--- config.mk ---
export PLATFORM = sky130hd
export DESIGN_NAME = agather_ctrl
export DESIGN_NICKNAME = d
export VERILOG_FILES = /design/src/rtl/agather_pkg.sv /design/src/rtl/agather_plan.sv /design/src/rtl/agather_txpath.sv /design/src/rtl/agather_rxpath.sv /design/src/rtl/agather_buf.sv /design/src/rtl/agather_ctrl.sv
export SDC_FILE = /design/constraint.sdc
export NUM_CORES = 1
export LEC_CHECK = 0
export ABC_AREA = 1
export BUFFER_PORTS_ARGS = -buffer_cell sky130_fd_sc_hd__buf_2
export CORE_MARGIN = 2
export CORE_UTILIZATION = 65
export CTS_CLUSTER_DIAMETER = 200
export DETAILED_ROUTE_END_ITERATION = 16
export PLACE_DENSITY = 0.85
export SLEW_MARGIN = 10
export SYNTH_ARGS = -nofsm -noshare
export SYNTH_HDL_FRONTEND = slang
export SYNTH_HIERARCHICAL = 1
export SYNTH_SLANG_ARGS = --single-unit
--- constraint.sdc ---
create_clock -name clk -period 5.3 [get_ports clk]
set_clock_uncertainty 0.1 [all_clocks]
set_input_delay 0.265 -clock clk [delete_from_list [all_inputs] [get_ports clk]]
set_output_delay 0.265 -clock clk [all_outputs]
set_load 0.02 [all_outputs]
--- src/rtl/agather_pkg.sv ---
package agather_pkg;

  typedef enum logic {
    AG_IDLE = 1'b0,
    AG_RUN  = 1'b1
  } ag_state_e;

endpackage

--- src/rtl/agather_plan.sv ---
// Step geometry: base addresses of the outgoing and incoming regions and the
// step length, all derived from the node index and the current step.
module agather_plan #(
  parameter int DIMS = 3,
  parameter int BLK  = 4,
  parameter int AW   = 5,
  parameter int CW   = 5,
  parameter int SELW = 2
) (
  input  logic [DIMS-1:0] node_id,
  input  logic [SELW-1:0] step,
  output logic [AW-1:0]   tx_base,
  output logic [AW-1:0]   rx_base,
  output logic [CW-1:0]   step_len
);

  logic [DIMS-1:0] low_mask;
  logic [DIMS-1:0] flip;
  logic [DIMS-1:0] own_grp;
  logic [DIMS-1:0] nbr_grp;

  always_comb begin
    low_mask = '0;
    flip     = '0;
    for (int d = 0; d < DIMS; d++) begin
      if (d < int'(step))  low_mask[d] = 1'b1;
      if (d == int'(step)) flip[d]     = 1'b1;
    end
    own_grp  = node_id & ~low_mask;
    nbr_grp  = (node_id ^ flip) & ~low_mask;
    tx_base  = AW'(own_grp) * AW'(BLK);
    rx_base  = AW'(nbr_grp) * AW'(BLK);
    step_len = CW'(BLK) << step;
  end

endmodule

--- src/rtl/agather_txpath.sv ---
// Send side: issues buffer reads one ahead of the output so that the
// registered RAM output serves directly as the lane data register.
module agather_txpath #(
  parameter int AW = 5,
  parameter int CW = 5
) (
  input  logic          clk,
  input  logic          rst,
  input  logic          clear,
  input  logic          active,
  input  logic          out_ready,
  input  logic [AW-1:0] base,
  input  logic [CW-1:0] len,
  output logic          rd_en,
  output logic [AW-1:0] rd_addr,
  output logic          out_valid,
  output logic          finished
);

  logic [CW-1:0] issued_q;
  logic [CW-1:0] sent_q;
  logic          tv_q;
  logic          fire;

  assign fire      = tv_q & out_ready;
  assign rd_en     = active & (issued_q != len) & (~tv_q | fire);
  assign rd_addr   = base + AW'(issued_q);
  assign out_valid = tv_q;
  assign finished  = (sent_q + CW'(fire)) == len;

  always_ff @(posedge clk) begin
    if (rst || clear) begin
      issued_q <= '0;
      sent_q   <= '0;
      tv_q     <= 1'b0;
    end else begin
      if (rd_en) issued_q <= issued_q + 1'b1;
      if (fire)  sent_q   <= sent_q + 1'b1;
      if (rd_en)     tv_q <= 1'b1;
      else if (fire) tv_q <= 1'b0;
    end
  end

endmodule

--- src/rtl/agather_rxpath.sv ---
// Receive side: accepts the neighbour's stream and places it sequentially.
module agather_rxpath #(
  parameter int AW = 5,
  parameter int CW = 5
) (
  input  logic          clk,
  input  logic          rst,
  input  logic          clear,
  input  logic          active,
  input  logic          in_valid,
  input  logic [AW-1:0] base,
  input  logic [CW-1:0] len,
  output logic          in_ready,
  output logic          wr_en,
  output logic [AW-1:0] wr_addr,
  output logic          finished
);

  logic [CW-1:0] cnt_q;

  assign in_ready = active & (cnt_q != len);
  assign wr_en    = in_valid & in_ready;
  assign wr_addr  = base + AW'(cnt_q);
  assign finished = (cnt_q + CW'(wr_en)) == len;

  always_ff @(posedge clk) begin
    if (rst || clear) cnt_q <= '0;
    else if (wr_en)   cnt_q <= cnt_q + 1'b1;
  end

endmodule

--- src/rtl/agather_buf.sv ---
// Simple dual-port buffer: one write port, one registered read port.
module agather_buf #(
  parameter int W     = 16,
  parameter int AW    = 5,
  parameter int DEPTH = 32
) (
  input  logic          clk,
  input  logic          we,
  input  logic [AW-1:0] waddr,
  input  logic [W-1:0]  wdata,
  input  logic          re,
  input  logic [AW-1:0] raddr,
  output logic [W-1:0]  rdata
);

  logic [W-1:0] mem [DEPTH];

  always_ff @(posedge clk) begin
    if (we) mem[waddr] <= wdata;
  end

  always_ff @(posedge clk) begin
    if (re) rdata <= mem[raddr];
  end

endmodule

--- src/rtl/agather_ctrl.sv ---
module agather_ctrl
  import agather_pkg::*;
#(
  parameter int DIMS = 3,
  parameter int BLK  = 4,
  parameter int W    = 16,
  localparam int NODES = 1 << DIMS,
  localparam int DEPTH = NODES * BLK,
  localparam int AW    = $clog2(DEPTH),
  localparam int CW    = $clog2(DEPTH / 2 + 1),
  localparam int SELW  = (DIMS > 1) ? $clog2(DIMS) : 1
) (
  input  logic              clk,
  input  logic              rst,
  input  logic [DIMS-1:0]   node_id,
  input  logic              start,
  output logic              busy,
  output logic              done,
  output logic [SELW-1:0]   port_sel,
  output logic [DIMS-1:0]   tx_valid,
  input  logic [DIMS-1:0]   tx_ready,
  output logic [DIMS*W-1:0] tx_data,
  input  logic [DIMS-1:0]   rx_valid,
  output logic [DIMS-1:0]   rx_ready,
  input  logic [DIMS*W-1:0] rx_data,
  input  logic              host_we,
  input  logic [AW-1:0]     host_addr,
  input  logic [W-1:0]      host_wdata,
  output logic [W-1:0]      host_rdata
);

  ag_state_e       state_q;
  logic [SELW-1:0] step_q;
  logic            done_q;
  logic            active;
  logic            last_step;
  logic            step_end;
  logic            clear;

  logic [AW-1:0]   tx_base;
  logic [AW-1:0]   rx_base;
  logic [CW-1:0]   step_len;

  logic            sel_tx_ready;
  logic            sel_rx_valid;
  logic [W-1:0]    sel_rx_data;

  logic            tx_rd_en;
  logic [AW-1:0]   tx_rd_addr;
  logic            tx_tv;
  logic            tx_fin;
  logic            rx_rdy;
  logic            rx_wr_en;
  logic [AW-1:0]   rx_wr_addr;
  logic            rx_fin;

  logic            buf_we;
  logic [AW-1:0]   buf_waddr;
  logic [W-1:0]    buf_wdata;
  logic            buf_re;
  logic [AW-1:0]   buf_raddr;
  logic [W-1:0]    buf_q;

  assign active    = (state_q == AG_RUN);
  assign last_step = (step_q == SELW'(DIMS - 1));
  assign step_end  = active & tx_fin & rx_fin;
  assign clear     = ~active | step_end;

  assign sel_tx_ready = tx_ready[step_q];
  assign sel_rx_valid = rx_valid[step_q];
  assign sel_rx_data  = rx_data[step_q*W +: W];

  agather_plan #(
    .DIMS(DIMS), .BLK(BLK), .AW(AW), .CW(CW), .SELW(SELW)
  ) u_plan (
    .node_id  (node_id),
    .step     (step_q),
    .tx_base  (tx_base),
    .rx_base  (rx_base),
    .step_len (step_len)
  );

  agather_txpath #(.AW(AW), .CW(CW)) u_tx (
    .clk       (clk),
    .rst       (rst),
    .clear     (clear),
    .active    (active),
    .out_ready (sel_tx_ready),
    .base      (tx_base),
    .len       (step_len),
    .rd_en     (tx_rd_en),
    .rd_addr   (tx_rd_addr),
    .out_valid (tx_tv),
    .finished  (tx_fin)
  );

  agather_rxpath #(.AW(AW), .CW(CW)) u_rx (
    .clk      (clk),
    .rst      (rst),
    .clear    (clear),
    .active   (active),
    .in_valid (sel_rx_valid),
    .base     (rx_base),
    .len      (step_len),
    .in_ready (rx_rdy),
    .wr_en    (rx_wr_en),
    .wr_addr  (rx_wr_addr),
    .finished (rx_fin)
  );

  // Host owns both buffer ports while idle; the schedule owns them while busy.
  assign buf_we    = active ? rx_wr_en   : host_we;
  assign buf_waddr = active ? rx_wr_addr : host_addr;
  assign buf_wdata = active ? sel_rx_data : host_wdata;
  assign buf_re    = active ? tx_rd_en   : 1'b1;
  assign buf_raddr = active ? tx_rd_addr : host_addr;

  agather_buf #(.W(W), .AW(AW), .DEPTH(DEPTH)) u_buf (
    .clk   (clk),
    .we    (buf_we),
    .waddr (buf_waddr),
    .wdata (buf_wdata),
    .re    (buf_re),
    .raddr (buf_raddr),
    .rdata (buf_q)
  );

  always_ff @(posedge clk) begin
    if (rst) begin
      state_q <= AG_IDLE;
      step_q  <= '0;
      done_q  <= 1'b0;
    end else begin
      done_q <= 1'b0;
      case (state_q)
        AG_IDLE: begin
          if (start) begin
            state_q <= AG_RUN;
            step_q  <= '0;
          end
        end
        AG_RUN: begin
          if (step_end) begin
            if (last_step) begin
              state_q <= AG_IDLE;
              done_q  <= 1'b1;
            end else begin
              step_q <= step_q + 1'b1;
            end
          end
        end
        default: state_q <= AG_IDLE;
      endcase
    end
  end

  for (genvar d = 0; d < DIMS; d++) begin : g_lane
    assign tx_valid[d]       = tx_tv  & (step_q == SELW'(d));
    assign rx_ready[d]       = rx_rdy & (step_q == SELW'(d));
    assign tx_data[d*W +: W] = buf_q;
  end

  assign busy       = active;
  assign done       = done_q;
  assign port_sel   = step_q;
  assign host_rdata = buf_q;

endmodule

# Yosys cells after proc, flatten, opt, wreduce, memory -nomap -nowiden
# Memory sizes are Yosys's and may differ from the RTL's. A register that Yosys moved wholly into a read port is not among the register bits.
# Index checks and enable logic that the tools add are counted.
[op_classes]
addsub = 8
magnitude_cmp = 4
n_eq_ne = 11
n_shift = 2
muxes = 28
bitwise_logic = 22
reduce_logical = 6
[op_table]
columns = ["cell", "n"]
rows = [
  ["indexed part select 48 x 7 -> 16 bit", 1],
  ["two-way mux 1 bit", 18],
  ["two-way mux 16 bit", 1],
  ["adder 5 x 1 -> 5 bit (second input constant)", 3],
  ["bitwise AND 1 bit", 13],
  ["adder 5 x 1 -> 5 bit", 2],
  ["adder 5 bit", 2],
  ["== test 5 bit", 2],
  ["two-way mux 5 bit", 2],
  ["inequality test 5 bit", 2],
  ["bitwise AND 3 bit", 2],
  ["two-way mux 2 bit", 3],
  ["left shift 3 x 2 -> 5 bit (first input constant)", 1],
  ["binary-select mux 1 bit (select 2 bit)", 2],
  ["== test 2 bit (first input constant)", 2],
  ["zero test 2 bit", 2],
  ["less-than comparator 1 x 2 -> 1 bit (first input constant)", 2],
  ["inequality test 2 bit (second input constant)", 2],
  ["one-hot mux 2 bit (2 select lines)", 1],
  ["less-than comparator 2 x 3 -> 1 bit (second input constant)", 1],
  ["NOT 1 bit", 3],
  ["NOT 3 bit", 1],
  ["AND reduction 3 bit", 1],
  ["OR reduction 3 bit", 1],
  ["10 further kinds", 11],
]
[word_totals]
reg_bits = 20
ramBits = 512
in_bits = 82
word_cells = 89
n_memories = 1
[memory_table]
columns = ["name", "words", "word_bits", "rd", "rd_ports_with_merged_regs", "write_ports", "line_no", "rtl"]
rows = [
  ["u_buf.mem", 32, 16, 1, 1, 1, "agather_buf.sv:16", "logic [W-1:0] mem [DEPTH];"],
]

# Longest topological paths before layout
[depth]
ltp_word = 9
ltp_mapped = 22

# Cells and area by module
# Netlist, hierarchy kept.
[by_module_without_submodules]
columns = ["module", "instances", "cells_per_inst", "area_each_um2"]
rows = [
  ["agather_buf", 1, 1794, 21461.8],
  ["agather_ctrl", 1, 263, 1387.6],
  ["agather_txpath", 1, 125, 869.6],
  ["agather_rxpath", 1, 93, 615.6],
  ["agather_plan", 1, 27, 170.2],
]

# Worst setup path after synthesis
# OpenSTA, ideal clock, no wires.
[synth_timing]
path_kind = "register to register"
start = "register step_q[0] (netlist: port_sel[0])"
end = "register u_tx.sent_q[3]"
arrival_time_ps = 3155
t_required_ps = 5079
slack_ps = 1924
path_stages_with_launch = 22
n_path_buf = 1
synth_period_minus_slack_ps = 3376
path_cell_list = "dfxtp_1 buf_6 inv_2 nor2_1 nand2_1 nand2_1 nand2_1 nor2_1 nand2_4 nand3_4 inv_1 ha_1 ha_1 xor2_1 nor2_1 nand3_1 a211oi_1 nand3_1 nand2_1 nor2_1 inv_1 nor3_1"
[synth_via]
elab_chain_cells = 9
elab_cells_between_ends = 17
[synth_lines]
columns = ["element", "line_no", "rtl"]
rows = [
  ["from (decl)", "agather_ctrl.sv:33", "logic [SELW-1:0] step_q;"],
  ["from (signal assigned)", "agather_ctrl.sv:148", "step_q <= step_q + 1'b1;"],
  ["left shift 3 x 2 -> 5 bit", "agather_plan.sv:33", "step_len = CW'(BLK) << step;"],
  ["net step_len[3]", "agather_ctrl.sv:42", "logic [CW-1:0] step_len;"],
  ["inequality test 5 bit", "agather_rxpath.sv:21", "assign in_ready = active & (cnt_q != len);"],
  ["bitwise AND 1 bit", "agather_rxpath.sv:21", ""],
  ["bitwise AND 1 bit", "agather_rxpath.sv:22", "assign wr_en = in_valid & in_ready;"],
  ["net rx_wr_en", "agather_ctrl.sv:53", "logic rx_wr_en;"],
  ["adder 5 x 1 -> 5 bit", "agather_rxpath.sv:24", "assign finished = (cnt_q + CW'(wr_en)) == len;"],
  ["== test 5 bit", "agather_rxpath.sv:24", ""],
  ["net rx_fin", "agather_ctrl.sv:55", "logic rx_fin;"],
  ["bitwise AND 1 bit", "agather_ctrl.sv:66", "assign step_end = active & tx_fin & rx_fin;"],
  ["OR 1 bit", "agather_ctrl.sv:67", "assign clear = ~active | step_end;"],
  ["net clear", "agather_ctrl.sv:38", "logic clear;"],
  ["logical OR 1 bit", "agather_txpath.sv:32", "if (rst || clear) begin"],
  ["to (signal assigned)", "agather_txpath.sv:38", "if (fire) sent_q <= sent_q + 1'b1;"],
  ["to (decl)", "agather_txpath.sv:21", "logic [CW-1:0] sent_q;"],
]
# The timed path passes the listed nets, and every way through them passes these cells. The select of a mux whose other input is x is not followed.
# A chain may end at the register's enable or synchronous reset.

# Worst setup path after layout
[layout_timing]
start = "register step_q[1] (netlist: port_sel[1])"
end = "register state_q (netlist: busy)"
[layout_via]
elab_chain_cells = 9
elab_cells_between_ends = 19
[layout_lines]
columns = ["element", "line_no", "rtl"]
rows = [
  ["binary-select mux 1 bit (select 2 bit)", "agather_ctrl.sv:69", "assign sel_tx_ready = tx_ready[step_q];"],
  ["two-way mux 1 bit (not written as such)", "agather_ctrl.sv:69", ""],
  ["net sel_tx_ready", "agather_ctrl.sv:44", "logic sel_tx_ready;"],
  ["bitwise AND 1 bit", "agather_txpath.sv:25", "assign fire = tv_q & out_ready;"],
  ["adder 5 x 1 -> 5 bit", "agather_txpath.sv:29", "assign finished = (sent_q + CW'(fire)) == len;"],
  ["== test 5 bit", "agather_txpath.sv:29", ""],
  ["net tx_fin", "agather_ctrl.sv:51", "logic tx_fin;"],
  ["bitwise AND 1 bit (2 in a row)", "agather_ctrl.sv:66", ""],
  ["two-way mux 1 bit", "agather_ctrl.sv:143", "if (step_end) begin"],
  ["one-hot mux 1 bit (2 select lines)", "agather_ctrl.sv:135", "case (state_q)"],
  ["to (signal assigned)", "agather_ctrl.sv:138", "state_q <= AG_RUN;"],
  ["to (signal assigned)", "agather_ctrl.sv:145", "state_q <= AG_IDLE;"],
  ["to (signal assigned)", "agather_ctrl.sv:152", "default: state_q <= AG_IDLE;"],
  ["to (decl)", "agather_ctrl.sv:32", "ag_state_e state_q;"],
]
# The timed path passes the listed nets, and every way through them passes these cells. The select of a mux whose other input is x is not followed.

==> impl_metrics.tcl <==
set metrics [dict create \
    syn_avg_cell_area_um2 10.6 \
    critPathRequiredTime_ps 5660 \
    clock.fmax_mhz 225 \
    p_leak_nw 10.6 \
    worst_pin_slew_ps 1070 \
    slew_headroom 0.286 \
    crit_fanout 21 \
    dieArea_um2 39300 \
    clk_pin_slew_ps 60 \
    final-setup-viol-count 0 \
    coreArea_um2 37400 \
    fin_tns_setup_ps 0 \
    powerDensity_nw_per_um2 370 \
    start_util 0.655 \
    setup.worst_path.end_class "flip-flop" \
    crit_slowest_cell "dfxtp_1" \
    drv_cap 0 \
    layout_commonest_cell "nand2_1" \
    grt_max_degree 125 \
    crit_type "flip-flop to flip-flop" \
    crit_arrival_ps 4810 \
    num_io_pins 156 \
    area_growth_pct 9.89 \
    synth-async-reset-ratio 0 \
    timing.rr.start "port_sel[1]$_SDFFE_PP0P_" \
    path_cells "inv_2 -> nor2_4 -> nand2_1 -> o21ai_1 -> nand2_1 -> inv_1 -> ha_1 -> ha_1 -> or2_2 -> a22oi_1 -> nand3_1 -> nor3_1 -> nand3_1 -> o21ai_0 -> a21oi_1 -> dlygate4sd3_1" \
    gp_congestion 0.922 \
    yosysTopAreaCellShare 0.647 \
    p_int_w 0.00734 \
    first_global_vias 16700 \
    cts_buffer_depth 3 \
    hold_start "tx_ready[2]" \
    pwr-share-comb 0.145 \
    placement.io_buffers 155 \
    overflow 0 \
    wl_per_cell_um 20.1 \
    run_status "complete, no violations" \
    syn_inst 2302 \
    grt_pass1_wl_mm 89.5 \
    tritoncts "done" \
    synth.cell_area_um2 24500 \
    seq_area_frac_synth 0.663 \
    cts_root_buf "clkbuf_16" \
    synth.distinct_cells 39 \
    dp_hpwl_mm 34.1 \
    irDropWorstVdd_mv 0.253 \
    fp.dieH_um 198 \
    drive_above_1_share 0.134 \
    hold_path.class "input port to flip-flop" \
    cts_resized 0 \
    first_pass_iters 8 \
    nets 2505 \
    drt_iter0_drc 2245 \
    startpoint_type "flip-flop" \
    yosys_warnings 6 \
    yosys.area.top_type "edfxtp_1" \
    row_count 71 \
    htree_num_levels 2 \
    finalHoldViolCount 0 \
    fillers 2417 \
    fin_crit_sh 0.838 \
    cts_num_sinks 548 \
    synthTopCellsByArea "edfxtp_1 (65%), nand2_1 (13%), nand3_1 (8.8%), buf_4 (2.6%), dfxtp_1 (1.6%)" \
    synth_edf_count 528 \
    grtUsageTotal 0.303 \
    switching_power_w 0.00262 \
    antenna_cells 0 \
    clkPwrFrac 0.358 \
    drv_slew 0 \
    period_needed_ps 4440 \
    rsz0062_at_grt "false" \
    whs_ps 140 \
    synth-seq-cells 548 \
    routed_wl_mm 59.5 \
    vias 17500 \
    final_cell_mix "nand2_1 (859), edfxtp_1 (528), nand3_1 (431)" \
    route.detailed.drc 0 \
    crit_start "port_sel[1]$_SDFFE_PP0P_" \
    fp.dieW_um 198 \
    cts_buffers 52 \
    synth_ff_type "edfxtp_1" \
    switching_share 0.263 \
    crit_path_max_incr_delay_ps 640 \
    via_per_inst 5.92 \
    antenna_found_initial 1 \
    clk_latency_ps 580 \
    seqPwrFrac 0.498 \
    drtAntennaViolNets 0 \
]
cells in the mapped netlist, types with 6 or more instances:
library cell / count
nor3_1: 6
nand3_1: 431
a21oi_1: 12
buf_2: 40
dfxtp_1: 20
buf_4: 85
buf_6: 29
clkbuf_1: 19
nand4_1: 9
edfxtp_1: 528
nand2_1: 862
xor2_1: 17
nor2_1: 82
xnor2_1: 7
inv_1: 82
ha_1: 18
a31oi_1: 16
sequential cells by signal, summed over array words and instances (netlist names):
register,flops
u_buf/mem,512
u_buf/rdata,16
u_rx/cnt_q,5
u_tx/issued_q,5
u_tx/sent_q,5
port_sel,2
busy,1
done,1
u_tx/out_valid,1
worst max-delay path: cells and delay by family (launching register included):
kind | cells | cell delay (ps)
AND/OR/NAND/NOR | 7 | 1520
buffers and inverters | 3 | 1000
flip-flops | 1 | 640
AO/OA/AOI/OAI | 4 | 640
adder cells (fa/ha/maj) | 2 | 430
final cells by class:
class	count	area, um2	share of cell area
sequential	548	16300	0.604
multi-input combinational	1495	6770	0.252
clock buffer	61	1360	0.0504
timing repair buffer	219	1290	0.0479
tap	511	639	0.0237
inverter	87	337	0.0125
clock inverter	35	277	0.0103
path summary, 6_finish.rpt:
path,endpoint,slack (ps),depth (start not counted)
worst max-delay path,busy$_SDFF_PP0_,860,16
worst min-delay path,u_tx/sent_q[1]$_SDFFE_PP0N_,140,6
worst max register to register,busy$_SDFF_PP0_,860,16
worst min register to register,u_tx/issued_q[4]$_SDFFE_PP0P_,430,2
routing by layer:
layer | track usage | share of wire
met5 | 0 | 0
met3 | 0.0489 | 0.11
met4 | 0.136 | 0.043
met2 | 0.502 | 0.48
met1 | 0.398 | 0.37
cells by family (layout without fill, tap and decap cells):
kind of cell	Yosys count	count (layout)	synth area share
other cells	1	6	0.000153
fa+ha+maj	20	20	0.0108
compound gates	39	39	0.00914
xor+xnor	24	24	0.00858
simple gates	1406	1406	0.242
flops	548	548	0.663
buf+inv	264	402	0.0658
timing repair:
item,CTS,global route
buffers inserted,0,0
endpoints found under the hold margin,9,0
hold buffers,3,0
per-stage QoR:
stage	utilization	setup WS (ps)	cells	total power (W)	cell area (um2)
2_1_floorplan	-	1920	2307	0.00611	24500
3_3_place_gp	0.676	1390	2857	0.00640	25300
3_5_place_dp	0.676	1240	2857	0.00644	25300
4_1_cts	0.720	924	2956	0.00995	26900
5_1_grt	0.720	419	2956	0.0102	26900
6_report	0.720	859	2956	0.00996	26900
power groups by stage:
stage          Clock, W  Sequential, W  Combinational, W
2_1_floorplan         0        0.00508           0.00103
3_3_place_gp          0        0.00504           0.00135
3_5_place_dp          0        0.00505           0.00140
4_1_cts         0.00358        0.00496           0.00141
5_1_grt         0.00373        0.00496           0.00155
6_report        0.00356        0.00496           0.00144
(Power assumes the default switching activity.)
